File: config.mk
export PLATFORM = sky130hd
export DESIGN_NAME = sd_cmd_engine
export DESIGN_NICKNAME = d
export VERILOG_FILES = /design/src/rtl/sd_cmd_pkg.sv /design/src/rtl/sd_cmd_crc7.sv /design/src/rtl/sd_cmd_line_drv.sv /design/src/rtl/sd_cmd_gap_cnt.sv /design/src/rtl/sd_cmd_engine.sv
export SDC_FILE = /design/constraint.sdc
export NUM_CORES = 1
export LEC_CHECK = 0
export CORE_AREA = 2 2 122 124
export DETAILED_ROUTE_END_ITERATION = 6
export DIE_AREA = 0 0 124 126
export GPL_ROUTABILITY_DRIVEN = 1
export PLACE_DENSITY = 0.81
export SLEW_MARGIN = 30
export SYNTH_ARGS = -nofsm -noshare
export SYNTH_HDL_FRONTEND = slang
export SYNTH_SLANG_ARGS = --single-unit
File: constraint.sdc
create_clock -name clk -period 3.27 [get_ports clk]
set_clock_uncertainty 0.1 [all_clocks]
set_input_delay 0.4905 -clock clk [delete_from_list [all_inputs] [get_ports clk]]
set_output_delay 0.4905 -clock clk [all_outputs]
set_load 0.02 [all_outputs]
File: src/rtl/sd_cmd_pkg.sv
package sd_cmd_pkg;

    localparam int FRAME_W = 48;
    localparam int HDR_W   = 40;
    localparam int CRC_W   = 7;
    localparam int IDX_W   = 6;
    localparam int ARG_W   = 32;
    localparam int CNT_W   = $clog2(FRAME_W);

    typedef enum logic [2:0] {
        ST_IDLE,
        ST_SEND,
        ST_PULLUP,
        ST_WAIT,
        ST_RECV,
        ST_CHECK,
        ST_FINISH
    } cmd_state_t;

endpackage

File: src/rtl/sd_cmd_crc7.sv
module sd_cmd_crc7
    import sd_cmd_pkg::*;
#(
    parameter int DATA_W = 40
) (
    input  logic [DATA_W-1:0] data,
    output logic [CRC_W-1:0]  crc
);

    // Serial LFSR, x^7 + x^3 + 1, zero seed, fed from the top data bit down
    always_comb begin
        logic [CRC_W-1:0] acc;
        logic             fb;
        acc = '0;
        for (int i = DATA_W - 1; i >= 0; i--) begin
            fb     = data[i] ^ acc[CRC_W-1];
            acc[6] = acc[5];
            acc[5] = acc[4];
            acc[4] = acc[3];
            acc[3] = acc[2] ^ fb;
            acc[2] = acc[1];
            acc[1] = acc[0];
            acc[0] = fb;
        end
        crc = acc;
    end

endmodule

File: src/rtl/sd_cmd_line_drv.sv
module sd_cmd_line_drv (
    input  logic drive_en,
    input  logic bit_val,
    input  logic od_sel,
    output logic line_o,
    output logic line_oe
);

    always_comb begin
        if (!drive_en) begin
            line_oe = 1'b0;
            line_o  = !od_sel;
        end else if (od_sel) begin
            // open drain: only pull low, a 1 is left to the pull-up
            line_oe = !bit_val;
            line_o  = 1'b0;
        end else begin
            line_oe = 1'b1;
            line_o  = bit_val;
        end
    end

endmodule

File: src/rtl/sd_cmd_gap_cnt.sv
module sd_cmd_gap_cnt #(
    parameter int GAP_W = 8
) (
    input  logic             clk,
    input  logic             rst_n,
    input  logic             init,
    input  logic             step,
    output logic [GAP_W-1:0] count
);

    localparam logic [GAP_W-1:0] FIRST = GAP_W'(1);
    localparam logic [GAP_W-1:0] TOP   = '1;

    always_ff @(posedge clk) begin
        if (!rst_n) begin
            count <= '0;
        end else if (init) begin
            count <= FIRST;
        end else if (step && count != TOP) begin
            count <= count + FIRST;
        end
    end

endmodule

File: src/rtl/sd_cmd_engine.sv
module sd_cmd_engine
    import sd_cmd_pkg::*;
#(
    parameter int N_CR    = 2,
    parameter int N_ID    = 5,
    parameter int TIMEOUT = 64
) (
    input  logic              clk,
    input  logic              rst_n,
    input  logic              bus_ce,
    input  logic              start,
    input  logic [IDX_W-1:0]  cmd_index,
    input  logic [ARG_W-1:0]  cmd_arg,
    input  logic              od_mode,
    input  logic              ident_mode,
    input  logic              cmd_i,
    output logic              cmd_o,
    output logic              cmd_oe,
    output logic              busy,
    output logic              done,
    output logic [IDX_W-1:0]  rsp_index,
    output logic [ARG_W-1:0]  rsp_arg,
    output logic              err_timeout,
    output logic              err_crc,
    output logic              err_dir,
    output logic              err_end,
    output logic              err_nid
);

    localparam int               GAP_W    = $clog2(TIMEOUT + 1) + 1;
    localparam logic [GAP_W-1:0] NCR_V    = GAP_W'(N_CR);
    localparam logic [GAP_W-1:0] NID_V    = GAP_W'(N_ID);
    localparam logic [GAP_W-1:0] TO_V     = GAP_W'(TIMEOUT);
    localparam logic [CNT_W-1:0] TX_LAST  = CNT_W'(FRAME_W - 1);
    localparam logic [CNT_W-1:0] RX_FIRST = CNT_W'(FRAME_W - 2);
    localparam logic [CNT_W-1:0] CNT_ONE  = CNT_W'(1);

    cmd_state_t         state_q;
    cmd_state_t         state_d;
    logic [FRAME_W-1:0] tx_sr;
    logic [FRAME_W-1:0] rx_sr;
    logic [CNT_W-1:0]   bit_cnt;
    logic               od_q;
    logic               id_q;
    logic [GAP_W-1:0]   gap;
    logic [HDR_W-1:0]   tx_hdr;
    logic [CRC_W-1:0]   tx_crc;
    logic [CRC_W-1:0]   rx_crc;
    logic               drive_en;
    logic               last_bit;
    logic               start_hit;
    logic               to_hit;
    logic               gap_init;
    logic               gap_step;

    // ------------------------------------------------------------------
    // Frame header and checksums
    // ------------------------------------------------------------------
    assign tx_hdr = {1'b0, 1'b1, cmd_index, cmd_arg};

    sd_cmd_crc7 #(.DATA_W(HDR_W)) tx_crc_i (
        .data (tx_hdr),
        .crc  (tx_crc)
    );

    sd_cmd_crc7 #(.DATA_W(HDR_W)) rx_crc_i (
        .data (rx_sr[FRAME_W-1:FRAME_W-HDR_W]),
        .crc  (rx_crc)
    );

    // ------------------------------------------------------------------
    // Turnaround / timeout counter
    // ------------------------------------------------------------------
    assign last_bit = (bit_cnt == '0);
    assign gap_init = (state_q == ST_SEND) && bus_ce && last_bit;
    assign gap_step = bus_ce && ((state_q == ST_PULLUP) || (state_q == ST_WAIT));

    sd_cmd_gap_cnt #(.GAP_W(GAP_W)) gap_i (
        .clk   (clk),
        .rst_n (rst_n),
        .init  (gap_init),
        .step  (gap_step),
        .count (gap)
    );

    assign start_hit = (state_q == ST_WAIT) && bus_ce && !cmd_i && (gap >= NCR_V);
    assign to_hit    = (state_q == ST_WAIT) && bus_ce && !start_hit && (gap >= TO_V);

    // ------------------------------------------------------------------
    // State register
    // ------------------------------------------------------------------
    always_ff @(posedge clk) begin
        if (!rst_n) begin
            state_q <= ST_IDLE;
        end else begin
            state_q <= state_d;
        end
    end

    // ------------------------------------------------------------------
    // Next state
    // ------------------------------------------------------------------
    always_comb begin
        state_d = state_q;
        unique case (state_q)
            ST_IDLE: begin
                if (start) state_d = ST_SEND;
            end
            ST_SEND: begin
                if (bus_ce && last_bit) state_d = ST_PULLUP;
            end
            ST_PULLUP: begin
                if (bus_ce) state_d = ST_WAIT;
            end
            ST_WAIT: begin
                if (start_hit)   state_d = ST_RECV;
                else if (to_hit) state_d = ST_FINISH;
            end
            ST_RECV: begin
                if (bus_ce && last_bit) state_d = ST_CHECK;
            end
            ST_CHECK: begin
                state_d = ST_FINISH;
            end
            ST_FINISH: begin
                state_d = ST_IDLE;
            end
            default: begin
                state_d = ST_IDLE;
            end
        endcase
    end

    // ------------------------------------------------------------------
    // Datapath: shift registers, bit counter, result capture
    // ------------------------------------------------------------------
    always_ff @(posedge clk) begin
        if (!rst_n) begin
            tx_sr       <= '0;
            rx_sr       <= '0;
            bit_cnt     <= '0;
            od_q        <= 1'b0;
            id_q        <= 1'b0;
            rsp_index   <= '0;
            rsp_arg     <= '0;
            err_timeout <= 1'b0;
            err_crc     <= 1'b0;
            err_dir     <= 1'b0;
            err_end     <= 1'b0;
            err_nid     <= 1'b0;
        end else begin
            unique case (state_q)
                ST_IDLE: begin
                    if (start) begin
                        tx_sr       <= {tx_hdr, tx_crc, 1'b1};
                        bit_cnt     <= TX_LAST;
                        od_q        <= od_mode;
                        id_q        <= ident_mode;
                        rsp_index   <= '0;
                        rsp_arg     <= '0;
                        err_timeout <= 1'b0;
                        err_crc     <= 1'b0;
                        err_dir     <= 1'b0;
                        err_end     <= 1'b0;
                        err_nid     <= 1'b0;
                    end
                end
                ST_SEND: begin
                    if (bus_ce && !last_bit) begin
                        tx_sr   <= {tx_sr[FRAME_W-2:0], 1'b1};
                        bit_cnt <= bit_cnt - CNT_ONE;
                    end
                end
                ST_PULLUP: begin
                    // line level ignored during the pull-up cycle
                end
                ST_WAIT: begin
                    if (start_hit) begin
                        rx_sr   <= '0;
                        bit_cnt <= RX_FIRST;
                        err_nid <= id_q && (gap != NID_V);
                    end else if (to_hit) begin
                        err_timeout <= 1'b1;
                    end
                end
                ST_RECV: begin
                    if (bus_ce) begin
                        rx_sr <= {rx_sr[FRAME_W-2:0], cmd_i};
                        if (!last_bit) bit_cnt <= bit_cnt - CNT_ONE;
                    end
                end
                ST_CHECK: begin
                    rsp_index <= rx_sr[FRAME_W-3:FRAME_W-2-IDX_W];
                    rsp_arg   <= rx_sr[CRC_W+ARG_W:CRC_W+1];
                    err_dir   <= rx_sr[FRAME_W-2];
                    err_crc   <= (rx_sr[CRC_W:1] != rx_crc);
                    err_end   <= !rx_sr[0];
                end
                ST_FINISH: begin
                end
                default: begin
                end
            endcase
        end
    end

    // ------------------------------------------------------------------
    // Outputs
    // ------------------------------------------------------------------
    always_comb begin
        busy     = (state_q != ST_IDLE);
        done     = (state_q == ST_FINISH);
        drive_en = (state_q == ST_SEND);
    end

    sd_cmd_line_drv drv_i (
        .drive_en (drive_en),
        .bit_val  (tx_sr[FRAME_W-1]),
        .od_sel   (od_q),
        .line_o   (cmd_o),
        .line_oe  (cmd_oe)
    );

endmodule

### After elaboration in Yosys (flattened, before gate mapping)

Index checks and enable logic that the tools add are counted.

| operators by class | value |
|---|---|
| add/sub/neg operators | 2 |
| $mul | 0 |
| div/mod/pow operators | 0 |
| magnitude comparators | 2 |
| equality and inequality tests | 20 |
| shifts and indexed selects | 0 |
| muxes and demuxes | 38 |
| bitwise logic cells | 145 |
| reduce and logical (&&, ||, !) cells | 37 |

Operators with widths:

| kind | number |
|---|---|
| 2-to-1 mux 48 bit | 4 |
| case mux 48 bit (2 select lines) | 2 |
| XOR 1 bit | 142 |
| case mux 32 bit (2 select lines) | 1 |
| 2-to-1 mux 6 bit | 6 |
| 2-to-1 mux 32 bit | 1 |
| case mux 6 bit (4 select lines) | 1 |
| != test 2 bit (second input constant) | 10 |
| 2-to-1 mux 3 bit | 6 |
| case mux 3 bit (6 select lines) | 1 |
| logical AND 1 bit | 12 |
| case mux 6 bit (2 select lines) | 1 |
| 2-to-1 mux 1 bit | 10 |
| case mux 1 bit (2 select lines) | 5 |
| nonzero test 2 bit | 5 |
| == test 3 bit (second input constant) | 3 |
| AND reduction 3 bit | 3 |
| adder 8 x 1 -> 8 bit (second input constant) | 1 |
| >= comparator 8 x 2 -> 1 bit (second input constant) | 1 |
| >= comparator 8 x 7 -> 1 bit (second input constant) | 1 |
| != test 8 x 3 -> 1 bit (second input constant) | 1 |
| != test 8 bit (second input constant) | 1 |
| != test 7 bit | 1 |
| == test 3 x 2 -> 1 bit (second input constant) | 2 |
| 15 further kinds | 23 |

| word-level totals | value |
|---|---|
| bits in registers | 158 |
| bits in latches | 0 |
| bits in writable memories | 0 |
| bits in read-only memories | 0 |
| logic and storage cells | 259 |
| memories | 0 |

### Longest topological paths before layout

| logic depth | value |
|---|---|
| word-level depth | 21 |
| mapped depth | 10 |

### Modules after synthesis

A second synthesis with hierarchy kept.

| second synthesis, totals | value |
|---|---|
| cells, all modules | 932 |
| area total of the unflattened synthesis | 8829.7 um2 |

By module, submodules not included:

| module | instances | cells each | area each (um2) | seq. area each (um2) |
|---|---|---|---|---|
| sd_cmd_engine | 1 | 749 | 6550.0 | 3002.9 |
| sd_cmd_crc7 | 2 | 68 | 932.1 | 0.0 |
| sd_cmd_gap_cnt | 1 | 44 | 391.6 | 160.2 |
| sd_cmd_line_drv | 1 | 3 | 23.8 | 0.0 |

### Least setup slack after synthesis

No wires, ideal clock.

| timing path | value |
|---|---|
| path type | register to register |
| start point | register rx_sr[39] |
| end point | register err_crc |
| setup time | 124 ps |
| data arrival time | 2374 ps |
| data required time | 3046 ps |
| slack | 672 ps |
| cell stages (with the launch flop) | 8 |
| clock period less this slack | 2598 ps |
| cell sequence | dfxtp_1 -> xnor3_2 -> xnor3_1 -> xnor3_2 -> xnor2_1 -> or3_1 -> a22oi_1 -> a31oi_1 |

| on the way | value |
|---|---|
| longest elaborated chain between the ends | 18 |
| elaborated cells between the ends (all ways) | 51 |
| classes of those cells | 1 x eq/ne; 1 x mux; 49 x bitwise |

RTL lines:

| element | line | RTL |
|---|---|---|
| start: declaration | sd_cmd_engine.sv:41 | `logic [FRAME_W-1:0] rx_sr;` |
| start signal: assignment | sd_cmd_engine.sv:188 | `rx_sr <= {rx_sr[FRAME_W-2:0], cmd_i};` |
| XOR 1 bit * | sd_cmd_crc7.sv:16 | `fb = data[i] ^ acc[CRC_W-1];` |
| XOR 1 bit | sd_cmd_crc7.sv:20 | `acc[3] = acc[2] ^ fb;` |
| XOR 1 bit | sd_cmd_crc7.sv:16 |  |
| XOR 1 bit | sd_cmd_crc7.sv:20 |  |
| XOR 1 bit | sd_cmd_crc7.sv:16 |  |
| XOR 1 bit | sd_cmd_crc7.sv:20 |  |
| XOR 1 bit | sd_cmd_crc7.sv:16 |  |
| XOR 1 bit | sd_cmd_crc7.sv:20 |  |
| (+2 left out) | n/a |  |
| XOR 1 bit | sd_cmd_crc7.sv:16 |  |
| XOR 1 bit | sd_cmd_crc7.sv:20 |  |
| XOR 1 bit | sd_cmd_crc7.sv:16 |  |
| XOR 1 bit | sd_cmd_crc7.sv:20 |  |
| XOR 1 bit | sd_cmd_crc7.sv:16 |  |
| XOR 1 bit | sd_cmd_crc7.sv:20 |  |
| != test 7 bit * | sd_cmd_engine.sv:196 | `err_crc <= (rx_sr[CRC_W:1] != rx_crc);` |
| case mux 1 bit (2 select lines) * | sd_cmd_engine.sv:152 | `unique case (state_q)` |
| end signal: assignment | sd_cmd_engine.sv:196 |  |
| end: declaration | sd_cmd_engine.sv:24 | `output logic err_crc,` |

Every way passes the cells marked *; elsewhere a longest branch is shown, timed or not.
A chain may end at the register's enable or synchronous reset.

### Worst setup path in the final report

| timing path | value |
|---|---|
| start point | input cmd_index[5] |
| end point | register tx_sr[6] |

| on the way | value |
|---|---|
| longest elaborated chain between the ends | 19 |
| elaborated cells between the ends (all ways) | 42 |
| classes of those cells | 2 x mux; 40 x bitwise |

RTL lines:

| element | line | RTL |
|---|---|---|
| start: declaration | sd_cmd_engine.sv:12 | `input logic [IDX_W-1:0] cmd_index,` |
| XOR 1 bit | sd_cmd_crc7.sv:20 |  |
| XOR 1 bit | sd_cmd_crc7.sv:16 |  |
| XOR 1 bit | sd_cmd_crc7.sv:20 |  |
| XOR 1 bit | sd_cmd_crc7.sv:16 |  |
| XOR 1 bit | sd_cmd_crc7.sv:20 |  |
| XOR 1 bit | sd_cmd_crc7.sv:16 |  |
| XOR 1 bit | sd_cmd_crc7.sv:20 |  |
| XOR 1 bit | sd_cmd_crc7.sv:16 |  |
| (+3 left out) | n/a |  |
| XOR 1 bit | sd_cmd_crc7.sv:16 |  |
| XOR 1 bit | sd_cmd_crc7.sv:20 |  |
| XOR 1 bit | sd_cmd_crc7.sv:16 |  |
| XOR 1 bit | sd_cmd_crc7.sv:20 |  |
| XOR 1 bit | sd_cmd_crc7.sv:16 |  |
| XOR 1 bit * | sd_cmd_crc7.sv:20 |  |
| 2-to-1 mux 48 bit * | sd_cmd_engine.sv:154 | `if (start) begin` |
| case mux 48 bit (2 select lines) * | sd_cmd_engine.sv:152 |  |
| end signal: assignment | sd_cmd_engine.sv:155 | `tx_sr <= {tx_hdr, tx_crc, 1'b1};` |
| end signal: assignment | sd_cmd_engine.sv:170 | `tx_sr <= {tx_sr[FRAME_W-2:0], 1'b1};` |
| end: declaration | sd_cmd_engine.sv:40 | `logic [FRAME_W-1:0] tx_sr;` |

Every way passes the cells marked *; elsewhere a longest branch is shown, timed or not. The select of a mux whose other input is x is not followed.

==> results.sh <==
export IMPL_syn_to_final_growth_pct=20.44
export IMPL_dieArea_mm2=0.01562
export IMPL_r2r_slack_ns=0.44
export IMPL_outcome="completed"
export IMPL_leakagePower_nw=3.588
export IMPL_r2r_cells=7
export IMPL_synth_area_leader_cell="dfxtp_1"
export IMPL_grt_usage=0.2487
export IMPL_firstDrtPassIters=5
export IMPL_cp_depth=8
export IMPL_overflow=0
export IMPL_min_period_ns=2.872
export IMPL_ios=92
export IMPL_yosysTopAreaCellShare=0.3941
export IMPL_crit_start="cmd_index[5]"
export IMPL_post_drt_wl_per_cell_um=15.61
export IMPL_hpwl_mm=12.09
export IMPL_finalSetupViolCount=0
export IMPL_cap_violations=0
export IMPL_start_kind="primary input"
export IMPL_root_buffer="clkbuf_16"
export IMPL_dpl_worst_slack_ns=-0.02417
export IMPL_htreeDepth=4
export IMPL_rows=44
export IMPL_post_cts_buffers=0
export IMPL_slowest_stage="clkdlybuf4s50_1"
export IMPL_hold_buffers=0
export IMPL_worstPathRequired_ns=3.47
export IMPL_fmax_mhz=348.2
export IMPL_cellPowerDensity_mw_per_mm2=699.9
export IMPL_viasPerCell=5.641
export IMPL_grt_max_degree=70
export IMPL_period_share=0.8782
export IMPL_setup_ws_ns=0.3983
export IMPL_grt_pass1_wl_mm=30.95
export IMPL_ant_nets=0
export IMPL_synthArstFlopShare=0
export IMPL_hold_path_class="in2reg"
export IMPL_cp_arrival_ns=3.07
export IMPL_whs_ns=0.3432
export IMPL_synth_nets=993
export IMPL_core_mm2=0.01431
export IMPL_synth_seq_area_share=0.3941
export IMPL_syn_mean_instance_area_um2=8.512
export IMPL_grt_setup_unrepaired="false"
export IMPL_antenna_found_initial=0
export IMPL_yosys_most_used_dff="dfxtp_1"
export IMPL_cts_tree="done"
export IMPL_start_util=0.5608
export IMPL_path_buf_inv=1
export IMPL_insertion_delay_ns=0.44
export IMPL_cts_buffers=17
export IMPL_clock_sinks=158
export IMPL_critPathKind="in2reg"
export IMPL_antenna_diode_count=0
export IMPL_tightest_slew_ns=0.8012
export IMPL_ctsResizeCount=0
export IMPL_drive_above_1_share=0.06601
export IMPL_vias=6763
export IMPL_wl_mm=18.71
export IMPL_drc=0
export IMPL_worstPathCellList="clkdlybuf4s50_1, xnor3_2, xnor2_1, xnor3_2, xnor3_2, xnor2_1, xnor2_1, o31ai_2"
export IMPL_gp_congestion=0.8700
export IMPL_die_y_um=126
export IMPL_path_clk_slew_ns=0.07
export IMPL_crit_reg2reg_launch="rx_sr[44]"
export IMPL_cts_max_path_buffers=2
export IMPL_hold_viol_final=0
export IMPL_synth_area_top_cells="dfxtp_1, nand2_1, xnor3_1, xnor2_1, a21oi_1"
export IMPL_worstSetupEndpoint="tx_sr[6]"
export IMPL_critPathMaxFanout=3
export IMPL_syn_area_mm2=0.008026
export IMPL_synthCells=943
export IMPL_critPathCaptureType="flop"
export IMPL_max_stage_delay_ns=0.54
export IMPL_drt_iter0_drc=569
export IMPL_relSlewSlack=0.4638
export IMPL_ys_ff_latch=158
export IMPL_synth_edf_count=0
export IMPL_critPathTopFamily="XOR/XNOR gates"
export IMPL_peakVddDrop_uv=540.6
export IMPL_rr_endpoint="err_crc"
export IMPL_port_buffer_count=91
export IMPL_total_power_mw=6.766
export IMPL_die_w_um=124
export IMPL_finalMaxSlewViolations=0
export IMPL_synth_cell_types=49
export IMPL_fin_nets=1052
export IMPL_ys_warnings_count=0
export IMPL_grt_pass1_vias=6302
[synthesized netlist by cell type (2+ instances only)]
cell type  instances
and2_1             3
nand4_1            2
nor2b_1            3
nor2_1            82
xor2_1            27
nand2b_1           2
buf_1              5
a31oi_1            4
o21a_1             2
ha_1               5
a311oi_1          40
nand2_1          181
o21ai_0            6
a2111oi_0          3
mux2i_1            5
and3_1             2
dfxtp_1          158
nor4_1             2
a21oi_1          107
xor3_1             3
a22oi_1            2
nor3_1             6
xnor3_1           27
xnor3_2            7
or3_1              5
clkbuf_1          61
inv_1              7
o211ai_1           3
buf_2              2
nand3_1           96
o21ai_1            3
xnor2_2            2
or2_2              3
xnor2_1           62
[kinds of logic (layout without fill, tap and decap cells)]
| logic type | Yosys count | after routing | share of synthesized area |
|---|---|---|---|
| AND/OR/NAND/NOR | 391 | 391 | 0.2075 |
| AO/OA/AOI/OAI | 179 | 179 | 0.1386 |
| flip-flops | 158 | 158 | 0.3941 |
| XOR/XNOR | 129 | 129 | 0.2100 |
| buffers and inverters | 76 | 148 | 0.03585 |
| adder cells (fa/ha/maj) | 5 | 5 | 0.007794 |
| multiplexers | 5 | 5 | 0.006236 |
[flip-flops by register name (all words and copies together) (netlist names)]
| signal | count |
|---|---|
| tx_sr | 48 |
| rsp_arg | 32 |
| err_dir | 1 |
| gap_i.count | 8 |
| err_timeout | 1 |
| err_crc | 1 |
| rsp_index | 6 |
| err_end | 1 |
| err_nid | 1 |
| od_q | 1 |
| rx_sr | 48 |
| state_q | 3 |
| bit_cnt | 6 |
| id_q | 1 |
[per-stage QoR]
step           std cells  TNS (ns)  utilization  instance area [um2]
6_report            1199         0       0.6754                 9667
3_5_place_dp        1167  -0.02417       0.6334                 9066
2_1_floorplan        943         0            -                 8026
5_1_grt             1199         0       0.6754                 9667
3_3_place_gp        1167         0       0.6334                 9066
4_1_cts             1199         0       0.6754                 9667
[tightest hold or removal path, delay by kind of cell]
kind	cells	cell delay, ns
and+or+nand+nor	1	0.10
buffers and inverters	1	0.18
AOI/OAI and AO/OA	1	0.06
[final cells by class]
| class | instances | area, um2 |
|---|---|---|
| clock buffers | 18 | 439.2 |
| clock inverters | 14 | 161.4 |
| fillers | 1171 | 4647 |
| inverters | 8 | 32.53 |
| multi-input cells | 709 | 4594 |
| flip-flops and latches | 158 | 3163 |
| well taps | 184 | 230.2 |
| repair buffers | 108 | 1046 |
[layout by cell type (no fill, tap or decap), drive strengths merged, types with 2 or more instances in the layout]
master         count
ha                 5
a2111oi            3
or3                5
o211ai             3
o21ai              9
and2               4
mux2i              5
or2                3
clkbuf            18
xnor3             34
xnor2             65
nand2            181
a311oi            40
xor3               3
and3               2
clkinv             2
nand2b             2
xor2              27
o21a               2
a22oi              2
nand4              2
inv               19
nand3             96
nor2              82
nor3               6
buf               18
a31oi              4
a21oi            107
nor2b              3
dfxtp            158
clkdlybuf4s50     90
nor4               2
[how the worst min path moves through the flow]
stage | startpoint | to | slack (ns) | cells past startpoint
6_report | bus_ce | rx_sr[1] | 0.34 | 3
5_1_grt | bus_ce | rx_sr[1] | 0.38 | 3
4_1_cts | bus_ce | rx_sr[1] | 0.32 | 3
3_5_place_dp | tx_sr[0] | tx_sr[0] | 0.36 | 2
3_3_place_gp | tx_sr[0] | tx_sr[0] | 0.34 | 2
2_1_floorplan | tx_sr[0] | tx_sr[0] | 0.33 | 2
[where the power goes]
part / internal [mW] / switching [mW] / total [mW] / leakage (nW)
Combinational: 1.02 / 1.33 / 2.35 / 2.00
Clock: 1.11 / 0.908 / 2.02 / 0.298
Sequential: 2.21 / 0.186 / 2.40 / 1.29
Total: 4.35 / 2.42 / 6.77 / 3.59
[metal layers]
layer	wire [um]	global-route usage	up-vias
li1	-	-	3360
met2	8707	0.3788	186
met3	1046	0.05389	26
met5	0	0	-
met4	335	0.08262	0
met1	8624	0.3512	3191
(Power assumes the default switching activity.)
